==> src/rtl/dc_trip_pkg.sv <==
package dc_trip_pkg;

  typedef enum logic [2:0] {
    COND_OFF     = 3'd0,
    COND_LO_LOW  = 3'd1,
    COND_LO_HIGH = 3'd2,
    COND_HI_LOW  = 3'd3,
    COND_HI_HIGH = 3'd4,
    COND_LO_ONLY = 3'd5
  } cond_e;

  typedef enum logic [1:0] {
    ACT_NONE   = 2'd0,
    ACT_LOW    = 2'd1,
    ACT_HIGH   = 2'd2,
    ACT_INVERT = 2'd3
  } act_e;

  function automatic logic cond_hit(logic [2:0] code, logic lo, logic hi);
    case (code)
      COND_LO_LOW:  return !lo;
      COND_LO_HIGH: return lo;
      COND_HI_LOW:  return !hi;
      COND_HI_HIGH: return hi;
      COND_LO_ONLY: return lo && !hi;
      default:      return 1'b0;
    endcase
  endfunction

  function automatic logic apply_act(logic [1:0] act, logic pwm);
    case (act)
      ACT_LOW:    return 1'b0;
      ACT_HIGH:   return 1'b1;
      ACT_INVERT: return !pwm;
      default:    return pwm;
    endcase
  endfunction

endpackage

==> src/rtl/dc_cond_eval.sv <==
module dc_cond_eval
  import dc_trip_pkg::*;
#(
  parameter int NUM_TRIPS = 8,
  localparam int SEL_W = $clog2(NUM_TRIPS)
) (
  input  logic [NUM_TRIPS-1:0] trip_i,
  input  logic [SEL_W-1:0]     lo_sel_i,
  input  logic [SEL_W-1:0]     hi_sel_i,
  input  logic [2:0]           ost_cond_i,
  input  logic [2:0]           cbc_cond_i,
  output logic                 ost_evt_o,
  output logic                 cbc_evt_o
);
  logic lo_in, hi_in;

  assign lo_in     = trip_i[lo_sel_i];
  assign hi_in     = trip_i[hi_sel_i];
  assign ost_evt_o = cond_hit(ost_cond_i, lo_in, hi_in);
  assign cbc_evt_o = cond_hit(cbc_cond_i, lo_in, hi_in);
endmodule

==> src/rtl/dc_trip_latch.sv <==
module dc_trip_latch (
  input  logic clk_i,
  input  logic rst_ni,
  input  logic set_i,
  input  logic rel_i,
  output logic flag_o
);
  // set dominates release
  always_ff @(posedge clk_i or negedge rst_ni) begin
    if (!rst_ni)     flag_o <= 1'b0;
    else if (set_i)  flag_o <= 1'b1;
    else if (rel_i)  flag_o <= 1'b0;
  end
endmodule

==> src/rtl/dc_out_action.sv <==
module dc_out_action
  import dc_trip_pkg::*;
(
  input  logic       pwm_i,
  input  logic       ost_on_i,
  input  logic       cbc_on_i,
  input  logic [1:0] ost_act_i,
  input  logic [1:0] cbc_act_i,
  output logic       pwm_o
);
  always_comb begin
    pwm_o = pwm_i;
    if (ost_on_i && ost_act_i != ACT_NONE)
      pwm_o = apply_act(ost_act_i, pwm_i);
    else if (cbc_on_i && cbc_act_i != ACT_NONE)
      pwm_o = apply_act(cbc_act_i, pwm_i);
  end
endmodule

==> src/rtl/dc_trip_gen.sv <==
module dc_trip_gen
  import dc_trip_pkg::*;
#(
  parameter int NUM_TRIPS = 8,
  parameter int NUM_CH    = 2,
  localparam int SEL_W    = $clog2(NUM_TRIPS)
) (
  input  logic                    clk_i,
  input  logic                    rst_ni,
  input  logic [NUM_TRIPS-1:0]    trip_i,
  input  logic                    zero_i,
  input  logic [NUM_CH-1:0]       ost_clr_i,
  input  logic [NUM_CH*SEL_W-1:0] lo_sel_i,
  input  logic [NUM_CH*SEL_W-1:0] hi_sel_i,
  input  logic [NUM_CH*3-1:0]     ost_cond_i,
  input  logic [NUM_CH*3-1:0]     cbc_cond_i,
  input  logic [NUM_CH*2-1:0]     ost_act_i,
  input  logic [NUM_CH*2-1:0]     cbc_act_i,
  input  logic [NUM_CH-1:0]       pwm_i,
  output logic [NUM_CH-1:0]       ost_evt_o,
  output logic [NUM_CH-1:0]       cbc_evt_o,
  output logic [NUM_CH-1:0]       ost_flag_o,
  output logic [NUM_CH-1:0]       cbc_flag_o,
  output logic [NUM_CH-1:0]       pwm_o
);

  for (genvar c = 0; c < NUM_CH; c++) begin : g_ch
    dc_cond_eval #(.NUM_TRIPS(NUM_TRIPS)) u_eval (
      .trip_i     (trip_i),
      .lo_sel_i   (lo_sel_i[c*SEL_W +: SEL_W]),
      .hi_sel_i   (hi_sel_i[c*SEL_W +: SEL_W]),
      .ost_cond_i (ost_cond_i[c*3 +: 3]),
      .cbc_cond_i (cbc_cond_i[c*3 +: 3]),
      .ost_evt_o  (ost_evt_o[c]),
      .cbc_evt_o  (cbc_evt_o[c])
    );

    dc_trip_latch u_ost (
      .clk_i  (clk_i),
      .rst_ni (rst_ni),
      .set_i  (ost_evt_o[c]),
      .rel_i  (ost_clr_i[c]),
      .flag_o (ost_flag_o[c])
    );

    dc_trip_latch u_cbc (
      .clk_i  (clk_i),
      .rst_ni (rst_ni),
      .set_i  (cbc_evt_o[c]),
      .rel_i  (zero_i),
      .flag_o (cbc_flag_o[c])
    );

    // event term makes the override take effect before the latch
    dc_out_action u_act (
      .pwm_i     (pwm_i[c]),
      .ost_on_i  (ost_evt_o[c] | ost_flag_o[c]),
      .cbc_on_i  (cbc_evt_o[c] | cbc_flag_o[c]),
      .ost_act_i (ost_act_i[c*2 +: 2]),
      .cbc_act_i (cbc_act_i[c*2 +: 2]),
      .pwm_o     (pwm_o[c])
    );
  end

endmodule

==> config.mk <==
export PLATFORM = sky130hd
export DESIGN_NAME = dc_trip_gen
export DESIGN_NICKNAME = d
export VERILOG_FILES = /design/src/rtl/dc_trip_pkg.sv /design/src/rtl/dc_cond_eval.sv /design/src/rtl/dc_trip_latch.sv /design/src/rtl/dc_out_action.sv /design/src/rtl/dc_trip_gen.sv
export SDC_FILE = /design/constraint.sdc
export NUM_CORES = 1
export LEC_CHECK = 0
export BUFFER_PORTS_ARGS = -buffer_cell sky130_fd_sc_hd__buf_4
export CELL_PAD_IN_SITES_DETAIL_PLACEMENT = 1
export CELL_PAD_IN_SITES_GLOBAL_PLACEMENT = 2
export CORE_ASPECT_RATIO = 0.9
export CORE_MARGIN = 8
export CORE_UTILIZATION = 21
export DETAILED_ROUTE_END_ITERATION = 8
export GPL_TIMING_DRIVEN = 0
export PLACE_DENSITY_LB_ADDON = 0.1
export REMOVE_ABC_BUFFERS = 1
export SLEW_MARGIN = 20
export SYNTH_ARGS = -nofsm -noshare
export SYNTH_HDL_FRONTEND = slang
export SYNTH_HIERARCHICAL = 1
export SYNTH_SLANG_ARGS = --single-unit
export TNS_END_PERCENT = 10
==> constraint.sdc <==
create_clock -name clk_i -period 3.45 [get_ports clk_i]
set_input_delay 0.5175 -clock clk_i [delete_from_list [all_inputs] [get_ports clk_i]]
set_output_delay 0.5175 -clock clk_i [all_outputs]
set_load 0.02 [all_outputs]
==> results.toml <==
[sta]
min_period_ps = 3310
hold_violations = 0
setup_tns_ps = 0
finalMaxSlewViolations = 0
slew_headroom_pct = 86.1
skew_ps = 0
rsz0062_at_grt = "no"
worstMarginPinSlew_ps = 205
setup_viol = 0
max_freq_mhz = 302
post-route-period-util_pct = 95.9

[job]
maxCapViolations = 0

[finish]
seq_area_sq_um = 100
area_growth_pct = 72.6
multiInputGateArea_sq_um = 681
final_nets = 184
fin_cells = 181
final_common_cell = "buf_4"
mostFrequentLayoutCells = "buf_4, nor2b_1, mux2i_1"
drive_above_1_share_pct = 52.6
final_area_sq_um = 1330
fillers = 410
diodes = 0

[critical_path]
reg2reg_depth = 1
arrival_ps = 2790
end_kind = "primary output"
cp-start-kind = "input port"
criticalPathCategory = "input port to primary output"
cp.required_ps = 2930
crit_fanout = 3

[yosys]
ys_warn_count = 6
synth_cell_types = 20
synth_common_cells = "mux2i_1, nor2b_1"
ys_seq_area_share_pct = 13.0
synthMostInstantiatedCell = "mux2i_1"
synthesis.area_sq_um = 771
async_flop_share_pct = 100
ys_ff_latch = 4
synthFlopType = "dfrtp_1"
synth.avg_cell_area_sq_um = 10.4
yosys.area.top_type = "mux4_1"
synth.top_cells.by_area = "mux4_1, dfrtp_1, mux4_2"
synthCells = 74
synth_edf_count = 0
synth_top_area_share_pct = 13.6

[pwr]
p_per_area_nw_per_um2 = 284
leakage_nw = 0.623
peakVddDrop_mv = 0.135

[routing]
post_drt_wl_per_cell_microns = 14.5
final_antenna_net_count = 0
wirelength_microns = 2630
vias = 852
drc = 0
vias_per_cell = 4.71
first_iter_violations = 4
dr.pass1.iters = 3

[global_route]
grt_pass1_vias = 921
grt.overflow.total = 0
grt_pass1_wl_microns = 4150
grtUsageTotal_pct = 8.73
grt_max_degree = 6
antenna_found_initial = 0

[cts]
cts_num_sinks = 4
htree_num_levels = 1
clk_path_buf_depth = 2
cts_tree = "built"
numCtsBuffers = 3
clk_latency_ps = 210
clk_pin_slew_ps = 30
cts_root_buffer = "clkbuf_8"

[floorplan]
ioPinCount = 57
core_area_sq_um = 3630
die_w_microns = 79.9
die_h_microns = 73.5
initial_core_util_pct = 21.3
die-area_sq_um = 5870
fp-row-count = 21

[placement]
dpl.hpwl_microns = 2340
placedCellCount = 176
portBuffers = 56
place_area_sq_um = 1250
gp_congestion = 0.726

[outcome]
status = "finished clean"

[hold_path]
hold_path.class = "input port to asynchronous set/reset pin"
[flip-flops by register name, summed over array words and instances (netlist names)]
register	count
g_ch.u_ost/flag_o	2
g_ch.u_cbc/flag_o	2
[what timing repair did]
action                                  4_1_cts  5_1_grt
setup buffers                                 0        2
hold buffers                                  0        0
endpoints found under the setup margin        2        2
pin swaps                                     0        1
gates resized for setup                       2        2
[cells by family (layout without fill, tap and decap cells)]
| family | after synthesis | in the layout | synth area share [%] |
|---|---|---|---|
| flip-flops | 4 | 4 | 13.0 |
| multiplexers | 20 | 20 | 44.5 |
| AO/OA/AOI/OAI | 14 | 14 | 15.3 |
| buffers and inverters | 4 | 65 | 1.95 |
| AND/OR/NAND/NOR | 32 | 32 | 25.3 |
[final cells by class]
class	count	area share, %
clock buffers	3	3.10
inverters	4	1.13
multi-input cells	66	51.2
flip-flops and latches	4	7.53
well taps	46	4.33
repair buffers	58	32.7
[final timing paths]
check	start	endpoint	slack [ps]
worst max-delay path	lo_sel_i[0]	pwm_o[0]	140
worst min-delay path	rst_ni	g_ch[1].u_ost/flag_o	100
worst max register to register	g_ch[0].u_ost/flag_o	g_ch[0].u_ost/flag_o	2760
worst min register to register	g_ch[0].u_cbc/flag_o	g_ch[0].u_cbc/flag_o	500
max in group asynchronous	rst_ni	g_ch[0].u_ost/flag_o	3250
min in group clk_i	g_ch[0].u_cbc/flag_o	g_ch[0].u_cbc/flag_o	500
[critical path: stages]
cell	delay, ps
buf_4	100
mux4_2	520
mux2i_4	190
mux2_1	330
a311o_1	370
or2_1	250
a32o_1	200
nor2_1	80
a31o_1	100
buf_4	130
[layer usage]
metal / part of all wire, % / track usage (%) / vias to the layer above / wire length [microns]
met1: 39 / 9.66 / 405 / 1030
met5: 0 / 0 / - / 0
li1: - / - / 419 / -
met2: 55 / 16.0 / 26 / 1430
met4: 0.53 / 1.81 / 0 / 14
met3: 5.8 / 2.57 / 2 / 152
[report_power, final]
group	total [mW]	leakage [nW]	internal [mW]	switching, mW
clock network	0.0935	0.0216	0.0739	0.0196
registers	0.0634	0.0485	0.0564	0.00707
logic	0.220	0.553	0.123	0.0968
[through the flow]
step	hold WS, ps	utilization (%)	power [mW]	setup WS [ps]
floorplan	222	-	0.174	196
global placement	317	34.4	0.274	-32.8
detailed placement	317	34.4	0.276	-26.0
CTS	93.6	35.8	0.376	29.1
global route	89.2	36.7	0.405	16.3
finish	97.0	36.7	0.377	141
(Power assumes the default switching activity.)
